$ cat src/rtl/aed_pkg.sv
package aed_pkg;

    typedef enum logic [1:0] {
        SZ_BYTE = 2'd0,
        SZ_HALF = 2'd1,
        SZ_WORD = 2'd2,
        SZ_WIDE = 2'd3
    } acc_size_t;

    typedef enum logic {
        ST_QUIET  = 1'b0,
        ST_RAISED = 1'b1
    } aed_state_t;

    localparam int               CODE_W      = 5;
    localparam logic [CODE_W-1:0] CODE_NONE  = 5'd0;
    localparam logic [CODE_W-1:0] CODE_LOAD  = 5'd4;
    localparam logic [CODE_W-1:0] CODE_STORE = 5'd5;

    localparam int               VEC_W       = 12;
    localparam logic [VEC_W-1:0] VEC_GENERAL = 12'h180;

    localparam int NPORT    = 2;
    localparam int PORT_IF  = 0;
    localparam int PORT_DM  = 1;

endpackage

$ cat src/rtl/aed_chk.sv
module aed_chk
    import aed_pkg::*;
(
    input  logic      req_valid,
    input  logic [1:0] req_lsb,
    input  logic      req_msb,
    input  acc_size_t req_size,
    input  logic      user_mode,
    output logic      fault
);

    logic misalign;
    logic priv_fault;

    always_comb begin
        unique case (req_size)
            SZ_BYTE: misalign = 1'b0;
            SZ_HALF: misalign = req_lsb[0];
            default: misalign = (req_lsb != 2'b00);
        endcase
    end

    assign priv_fault = user_mode && req_msb;
    assign fault      = req_valid && (misalign || priv_fault);

endmodule

$ cat src/rtl/aed_sel.sv
module aed_sel
    import aed_pkg::*;
#(
    parameter int ADDR_W = 32
) (
    input  logic              f_fault,
    input  logic [ADDR_W-1:0] f_addr,
    input  logic              d_fault,
    input  logic [ADDR_W-1:0] d_addr,
    input  logic              d_store,
    output logic              any_fault,
    output logic [CODE_W-1:0] sel_code,
    output logic [ADDR_W-1:0] sel_addr
);

    assign any_fault = f_fault || d_fault;

    always_comb begin
        if (f_fault) begin
            sel_code = CODE_LOAD;
            sel_addr = f_addr;
        end else if (d_fault) begin
            sel_code = d_store ? CODE_STORE : CODE_LOAD;
            sel_addr = d_addr;
        end else begin
            sel_code = CODE_NONE;
            sel_addr = '0;
        end
    end

endmodule

$ cat src/rtl/aed_top.sv
module aed_top
    import aed_pkg::*;
#(
    parameter int ADDR_W = 32
) (
    input  logic              clk,
    input  logic              rst_n,
    input  logic              if_valid,
    input  logic [ADDR_W-1:0] if_addr,
    input  logic              dm_valid,
    input  logic [ADDR_W-1:0] dm_addr,
    input  logic [1:0]        dm_size,
    input  logic              dm_store,
    input  logic              user_mode,
    output logic              exc_req,
    output logic [CODE_W-1:0] exc_code,
    output logic [VEC_W-1:0]  exc_vector,
    output logic [ADDR_W-1:0] bad_vaddr
);

    localparam int MSB = ADDR_W - 1;

    logic [NPORT-1:0] chk_valid;
    logic [1:0]       chk_lsb  [NPORT];
    logic [NPORT-1:0] chk_msb;
    acc_size_t        chk_size [NPORT];
    logic [NPORT-1:0] chk_fault;

    assign chk_valid[PORT_IF] = if_valid;
    assign chk_lsb[PORT_IF]   = if_addr[1:0];
    assign chk_msb[PORT_IF]   = if_addr[MSB];
    assign chk_size[PORT_IF]  = SZ_WORD;

    assign chk_valid[PORT_DM] = dm_valid;
    assign chk_lsb[PORT_DM]   = dm_addr[1:0];
    assign chk_msb[PORT_DM]   = dm_addr[MSB];
    assign chk_size[PORT_DM]  = acc_size_t'(dm_size);

    for (genvar p = 0; p < NPORT; p++) begin : g_chk
        aed_chk u_chk (
            .req_valid (chk_valid[p]),
            .req_lsb   (chk_lsb[p]),
            .req_msb   (chk_msb[p]),
            .req_size  (chk_size[p]),
            .user_mode (user_mode),
            .fault     (chk_fault[p])
        );
    end

    logic              any_fault;
    logic [CODE_W-1:0] sel_code;
    logic [ADDR_W-1:0] sel_addr;

    aed_sel #(.ADDR_W(ADDR_W)) u_sel (
        .f_fault   (chk_fault[PORT_IF]),
        .f_addr    (if_addr),
        .d_fault   (chk_fault[PORT_DM]),
        .d_addr    (dm_addr),
        .d_store   (dm_store),
        .any_fault (any_fault),
        .sel_code  (sel_code),
        .sel_addr  (sel_addr)
    );

    // State machine: T_HIT / T_REPEAT on a fault, T_CLEAR otherwise
    aed_state_t state_q, state_d;

    always_comb begin
        unique case (state_q)
            ST_QUIET:  state_d = any_fault ? ST_RAISED : ST_QUIET;
            ST_RAISED: state_d = any_fault ? ST_RAISED : ST_QUIET;
            default:   state_d = ST_QUIET;
        endcase
    end

    always_ff @(posedge clk or negedge rst_n) begin
        if (!rst_n) state_q <= ST_QUIET;
        else        state_q <= state_d;
    end

    // Output registers: code tracks every cycle, address only on a fault
    always_ff @(posedge clk or negedge rst_n) begin
        if (!rst_n) begin
            exc_code  <= CODE_NONE;
            bad_vaddr <= '0;
        end else if (any_fault) begin
            exc_code  <= sel_code;
            bad_vaddr <= sel_addr;
        end else begin
            exc_code  <= CODE_NONE;
        end
    end

    assign exc_req    = (state_q == ST_RAISED);
    assign exc_vector = exc_req ? VEC_GENERAL : '0;

    assert_fetch_align_R1: assert property (@(posedge clk) disable iff (!rst_n)
        (if_valid && if_addr[1:0] != 2'b00) |=>
        (exc_req && exc_code == CODE_LOAD && bad_vaddr == $past(if_addr)));

    assert_word_align_R2: assert property (@(posedge clk) disable iff (!rst_n)
        (dm_valid && dm_size[1] && dm_addr[1:0] != 2'b00) |=> exc_req);

    assert_half_align_R3: assert property (@(posedge clk) disable iff (!rst_n)
        (dm_valid && dm_size == SZ_HALF && dm_addr[0]) |=> exc_req);

    assert_byte_ok_R4: assert property (@(posedge clk) disable iff (!rst_n)
        (!chk_fault[PORT_IF] && dm_valid && dm_size == SZ_BYTE &&
         !(user_mode && dm_addr[MSB])) |=> !exc_req);

    assert_kernel_R5: assert property (@(posedge clk) disable iff (!rst_n)
        (dm_valid && user_mode && dm_addr[MSB]) |=> exc_req);

    assert_store_code_R6: assert property (@(posedge clk) disable iff (!rst_n)
        (!chk_fault[PORT_IF] && chk_fault[PORT_DM] && dm_store) |=>
        (exc_code == CODE_STORE));

    assert_fetch_prio_R8: assert property (@(posedge clk) disable iff (!rst_n)
        (chk_fault[PORT_IF] && chk_fault[PORT_DM]) |=>
        (exc_code == CODE_LOAD && bad_vaddr == $past(if_addr)));

    assert_bad_hold_R9: assert property (@(posedge clk) disable iff (!rst_n)
        !any_fault |=> $stable(bad_vaddr));

    assert_idle_R11: assert property (@(posedge clk) disable iff (!rst_n)
        !any_fault |=> (!exc_req && exc_code == CODE_NONE));

endmodule

$ cat config.mk
export PLATFORM = sky130hd
export DESIGN_NAME = aed_top
export DESIGN_NICKNAME = d
export VERILOG_FILES = /design/src/rtl/aed_pkg.sv /design/src/rtl/aed_chk.sv /design/src/rtl/aed_sel.sv /design/src/rtl/aed_top.sv
export SDC_FILE = /design/constraint.sdc
export NUM_CORES = 1
export LEC_CHECK = 0
export ABC_AREA = 1
export CAP_MARGIN = 15
export CORE_MARGIN = 2
export CORE_UTILIZATION = 43
export DETAILED_ROUTE_END_ITERATION = 10
export PLACE_DENSITY = 0.95
export REMOVE_ABC_BUFFERS = 1
export SLEW_MARGIN = 20
export SYNTH_ARGS = -nofsm -noshare
export SYNTH_HDL_FRONTEND = slang
export SYNTH_HIERARCHICAL = 1
export SYNTH_SLANG_ARGS = --single-unit
$ cat constraint.sdc
create_clock -name clk -period 0.9 [get_ports clk]
set_input_delay 0.18 -clock clk [delete_from_list [all_inputs] [get_ports clk]]
set_output_delay 0.18 -clock clk [all_outputs]
set_load 0.005 [all_outputs]
==> results.toml, run 1 <==
[outcome]
outcome = "finished with violations"
violations = "negative setup slack"

[floorplan]
start_util_pct = 45.3
fp.dieArea_sq_um = 6090
fp.dieW_um = 78.0
die_h_um = 78.0
io_pins = 122
core_sq_um = 5200
rows = 26

[critical_path]
crit_type = "primary input to flip-flop"
cpLargestDelayFamily = "simple AND/OR/NAND/NOR gates"
required_ns = 1.12
worstSetupEndpointType = "flip-flop"
cp_max_fo = 6
slowest_stage = "or2_4"
crit_path_cell_trace = "buf_6 -> nand2_1 -> nand2_1 -> nor2_2 -> nor2_4 -> buf_6 -> or2_4 -> inv_8 -> buf_8 -> nand2_1 -> nand2_1"
cp_common_cell = "nand2_1"
cp_num_buf_inv = 4
worstSetupStartpointType = "primary input"
arrival_ns = 1.34
slowest_delay_ns = 0.29

[logic_synthesis]
synth_enable_flop_cells = 0
synth-async-reset-ratio_pct = 100
yosys.area.top_type = "dfrtp_1"
yosysSeqAreaShare_pct = 40.4
synthCells = 300
ys_types = 15
synth.area.top_cells = "dfrtp_1 (40%), nand2_1 (27%), nand3_2 (13%)"
synth_most_common_cell = "nand2_1"
synth_top_area_share_pct = 40.4
yosysWarnings = 6
synthFlopType = "dfrtp_1"
ys_top_cells_by_count = "nand2_1 (171), dfrtp_1 (38), nand3_2 (30)"
syn_area_sq_um = 2360
ys_ff_latch = 38
avgSynthCellArea_sq_um = 7.85

[sta]
hold_violations = 0
finalSetupTns_ns = -9.65
skew_ns = 0
final-max-slew-violation-count = 0
fin_crit_sh_pct = 124
fin_ws_ns = -0.220
min_period_ns = 1.12
setup_viol = 75
max_freq_mhz = 893
rsz0062_at_grt = "yes"

[finish]
areaGrowthSynthToFinish_pct = 68.8
stdcell_count = 536
nNetsFinal = 537
finish.instance_area_sq_um = 3980
diodes = 0
utilization_pct = 76.4
drive_gt1_share_pct = 42.7

[power_and_ir_drop]
vdd_ir_drop_max_v = 0.000900
p_total_mw = 5.56
p_comb_share_pct = 38.0
power_leakage_nw = 2.21
p_sw_mw = 1.63
power_density_nw_per_um2 = 1400
p_sw_share_pct = 29.4
p_clk_share_pct = 25.2
p_seq_share_pct = 36.8
p_int_mw = 3.93

[clock_network]
cts_num_sinks = 38
clock_latency_ns = 0.28
cts_tree = "done"
cts_root_buf = "clkbuf_8"
cts_buffer_depth = 2
cts.clk_slew.worst_paths_ns = 0.07
htree_levels = 2
cts-buffers-inserted = 5

[route]
wirelength_um = 7260
drc = 0
avgRoutedWirePerCell_um = 13.5
drtPass1Iterations = 4
vias = 2473
drtIter0Drc = 112
viasPerCell = 4.61
postRouteAntennaNets = 0

[place]
hpwl_um = 4540
gp_congestion = 0.793
dpl_cell_area_sq_um = 3480
io_buffer_count = 111
placed_cells = 481

[global_route]
antenna_found_initial = 0
grt_first_pass_wirelength_um = 11300
gr-usage-all-layers_pct = 23.3
grt_max_degree = 39
grt_overflow = 0
first_global_vias = 2514

[hold_path]
hold_class = "primary input to flip-flop"

[job]
cap_violations = 0
## power by group through the flow
| stage | Clock [mW] | Combinational [mW] | Sequential, mW |
|---|---|---|---|
| 5_1_grt | 1.50 | 2.29 | 2.07 |
| 3_3_place_gp | 0 | 1.64 | 2.08 |
| 6_report | 1.40 | 2.11 | 2.05 |
| 4_1_cts | 1.43 | 1.86 | 2.04 |
| 2_1_floorplan | 0 | 0.520 | 2.10 |
| 3_5_place_dp | 0 | 1.68 | 2.09 |
## worst reg2reg max path, stage by stage (launching register included)
cell and delay [ns]:
dfrtp_1 0.39, buf_4 0.14, buf_4 0.12, nand2_1 0.05, nand2_1 0.05
## layout make-up
cell class              count  area, sq um
fillers                   403         1230
clock inverters             3         40.0
inverters                  11         65.1
repair buffers            179         1590
clock buffers               5         68.8
well taps                  70         87.6
repair inverters            1         11.3
flip-flops and latches     38          951
multi-input cells         229         1170
## registers in the layout, summed over array words and instances (netlist names)
name and count:
exc_req 1, exc_code 5, bad_vaddr 32
## cells in the final DEF, fill, tap and decap left out, drive strengths merged
cell           Yosys  layout
clkinv             0       2
nor2               9       9
dlygate4sd2        0       2
dlygate4sd3        0       1
conb               3      15
or2                1       1
nand3             32      32
clkbuf             0       8
nand2            172     172
clkdlybuf4s50      0      59
inv               11      12
buf               34     114
dfrtp             38      38
bufinv             0       1
## cell families (layout without fill, tap and decap cells)
group                  count (synthesis)  after routing  share of synthesized area, %
buffers and inverters                 45            199                          16.7
flip-flops                            38             38                          40.4
other                                  3             15                         0.478
AND/OR/NAND/NOR                      214            214                          42.5
## path summary, 6_finish.rpt
path	startpoint	endpoint	slack (ns)	cells past startpoint
worst max-delay path	user_mode	bad_vaddr[23]$_DFFE_PN0P_	-0.22	11
min in group asynchronous	rst_n	bad_vaddr[14]$_DFFE_PN0P_	0.39	3
worst min register to register	bad_vaddr[27]$_DFFE_PN0P_	bad_vaddr[27]$_DFFE_PN0P_	0.48	2
worst min-delay path	dm_addr[31]	bad_vaddr[31]$_DFFE_PN0P_	0.23	5
max in group asynchronous	rst_n	exc_req$_DFF_PN0_	0.32	3
worst max register to register	bad_vaddr[13]$_DFFE_PN0P_	bad_vaddr[13]$_DFFE_PN0P_	0.04	4
## metrics by stage
| stage | hold slack, ns | setup slack, ns |
|---|---|---|
| after floorplan | -0.116 | -3.02 |
| after detailed placement | 0.162 | -0.872 |
| after CTS | 0.249 | -0.247 |
| after global placement | 0.162 | -0.823 |
| final | 0.234 | -0.220 |
| after global routing | 0.277 | -0.267 |
## what timing repair did
action,CTS,global route
gates cloned,6,0
setup endpoints to repair,75,75
hold endpoints to repair,38,0
setup buffers,25,16
gates resized for setup,234,37
pin swaps,19,23
hold buffers,1,0
## per-layer routing
metal,vias up,track usage [%],wire length (um)
met2,100,42.2,3710
li1,1205,-,-
met3,8,4.60,478
met5,-,0,0
met4,0,7.37,91
met1,1160,27.6,2980
Note: power is estimated with default switching activity, not from simulation.
==> run 2: changes to the inputs <==
- REMOVE_ABC_BUFFERS: 1 -> not set
==> run 2 against run 1 <==
  * The flow still finishes with violations (negative setup slack)
  * Power is 11% higher
  * Largest power group unchanged
  * Final cell count increased by 0.19%
  * Worst setup slack lost 0.016 ns
  * Die area unchanged
==> results.toml, run 2 (same netlist as run 1, synthesis figures left out) <==
[outcome]
outcome = "finished with violations"
violations = "negative setup slack"

[critical_path]
worstSetupEndpointType = "flip-flop"
regToRegSetupSlack_ns = -0.03
r2r_cells = 5
required_ns = 1.08
reg2reg_to = "bad_vaddr[31]$_DFFE_PN0P_"
crit_type = "primary input to flip-flop"
arrival_ns = 1.32
cp_max_fo = 7
worstSetupStartpointType = "primary input"
rr_startpoint = "bad_vaddr[31]$_DFFE_PN0P_"

[clock_network]
cts.clk_slew.worst_paths_ns = 0.08
cts_num_sinks = 38
cts_tree = "done"
htree_levels = 2
cts_buffer_depth = 2
cts-buffers-inserted = 5
clock_latency_ns = 0.28
cts_root_buf = "clkbuf_8"

[route]
postRouteAntennaNets = 0
drc = 0
drtIter0Drc = 84
avgRoutedWirePerCell_um = 14.3
viasPerCell = 4.68
vias = 2511
wirelength_um = 7700
drtPass1Iterations = 4

[place]
dpl_cell_area_sq_um = 3430
io_buffer_count = 111
placed_cells = 477
hpwl_um = 4400
pre_cts_ws_ns = -0.919
gp_congestion = 0.778

[finish]
areaGrowthSynthToFinish_pct = 77.6
drive_gt1_share_pct = 49.9
regMostFlops = "bad_vaddr"
utilization_pct = 80.4
stdcell_count = 537
largest_reg_flops = 32
finish.instance_area_sq_um = 4180
final_cell_mix = "nand2_1 (110), clkdlybuf4s50_1 (59), nand2_2 (55), buf_4 (52), buf_2 (44)"
diodes = 0
final_common_cell = "nand2_1"
nNetsFinal = 538

[sta]
finalSetupTns_ns = -10.66
fin_crit_sh_pct = 126
fin_ws_ns = -0.236
max_freq_mhz = 880
skew_ns = 0
final-max-slew-violation-count = 0
min_period_ns = 1.14
rsz0062_at_grt = "yes"
hold_violations = 0
setup_viol = 75

[power_and_ir_drop]
vdd_ir_drop_max_v = 0.000727
power_leakage_nw = 2.30
power_density_nw_per_um2 = 1470

[floorplan]
start_util_pct = 45.3
die_h_um = 78.0
fp.dieW_um = 78.0
io_pins = 122
core_sq_um = 5200
fp.dieArea_sq_um = 6090
rows = 26

[job]
cap_violations = 0

[hold_path]
min_path_cells = 5
hold_class = "primary input to flip-flop"
worstHoldStart = "if_addr[1]"
hold_end = "bad_vaddr[1]$_DFFE_PN0P_"

[global_route]
grt_max_degree = 39
gr-usage-all-layers_pct = 22.7
grt_first_pass_wirelength_um = 10900
antenna_found_initial = 0
grt_overflow = 0
first_global_vias = 2397
==> run 2: cell types whose count changed in the layout (fill, tap and decap cells not counted), sizes merged <==
cell	delta
inv	-2
clkbuf	+1
clkinv	-1
bufinv	+1
buf	+2
==> run 2: cell type report <==
| cell class | count | area [sq um] |
|---|---|---|
| Clock inverter | 2 | 60.1 |
| Clock buffer | 6 | 82.6 |
| Fill cell | 333 | 1020 |
| Inverter | 11 | 72.6 |
| Multi-Input combinational cell | 229 | 1280 |
| Sequential cell | 38 | 951 |
| Timing Repair Buffer | 181 | 1650 |
| Tap cell | 70 | 87.6 |
==> run 2: metrics by stage <==
stage / power, mW / hold slack [ns]
finish: 6.15 / 0.214
detailed placement: 3.72 / 0.159
floorplan: 2.85 / -0.116
CTS: 5.78 / 0.221
global placement: 3.67 / 0.155
global route: 6.44 / 0.226
==> run 2: critical path, cell delays in order <==
cell and delay [ns]:
buf_6 0.10, nor2_2 0.09, nor2_1 0.06, nor2_2 0.15, nor2_4 0.06, or2_4 0.26, buf_12 0.16, clkbuf_16 0.16
nand2_2 0.05, nand2_1 0.05
==> run 2: per-layer routing <==
metal / global-route usage [%] / part of all wire (%)
met5: 0 / 0
met4: 7.72 / 2.7
met3: 3.22 / 6.0
met2: 43.7 / 55
met1: 25.4 / 37
==> run 2: repair_timing <==
| item | in CTS | in global routing |
|---|---|---|
| endpoints found under the setup margin | 75 | 75 |
| pin swaps | 26 | 33 |
| gates cloned | 4 | 4 |
| hold buffers | 1 | 0 |
| setup buffers | 31 | 15 |
| hold endpoints to repair | 38 | 0 |
| resized for setup | 248 | 56 |
==> run 2: power by group <==
group,leakage [nW],switching (mW),internal (mW)
Combinational,1.74,1.03,1.30
Clock,0.0714,0.591,1.18
Sequential,0.492,0.116,1.93
Total,2.30,1.73,4.42
==> run 2: worst max path at each step <==
stage	from	endpoint	slack, ns	depth (start not counted)
finish	dm_addr[0]	bad_vaddr[24]$_DFFE_PN0P_	-0.24	10
global route	dm_addr[0]	bad_vaddr[18]$_DFFE_PN0P_	-0.27	10
CTS	dm_addr[0]	bad_vaddr[16]$_DFFE_PN0P_	-0.22	12
detailed placement	dm_addr[0]	bad_vaddr[30]$_DFFE_PN0P_	-0.92	10
global placement	dm_addr[0]	bad_vaddr[0]$_DFFE_PN0P_	-0.85	10
floorplan	if_addr[1]	bad_vaddr[12]$_DFFE_PN0P_	-0.36	10
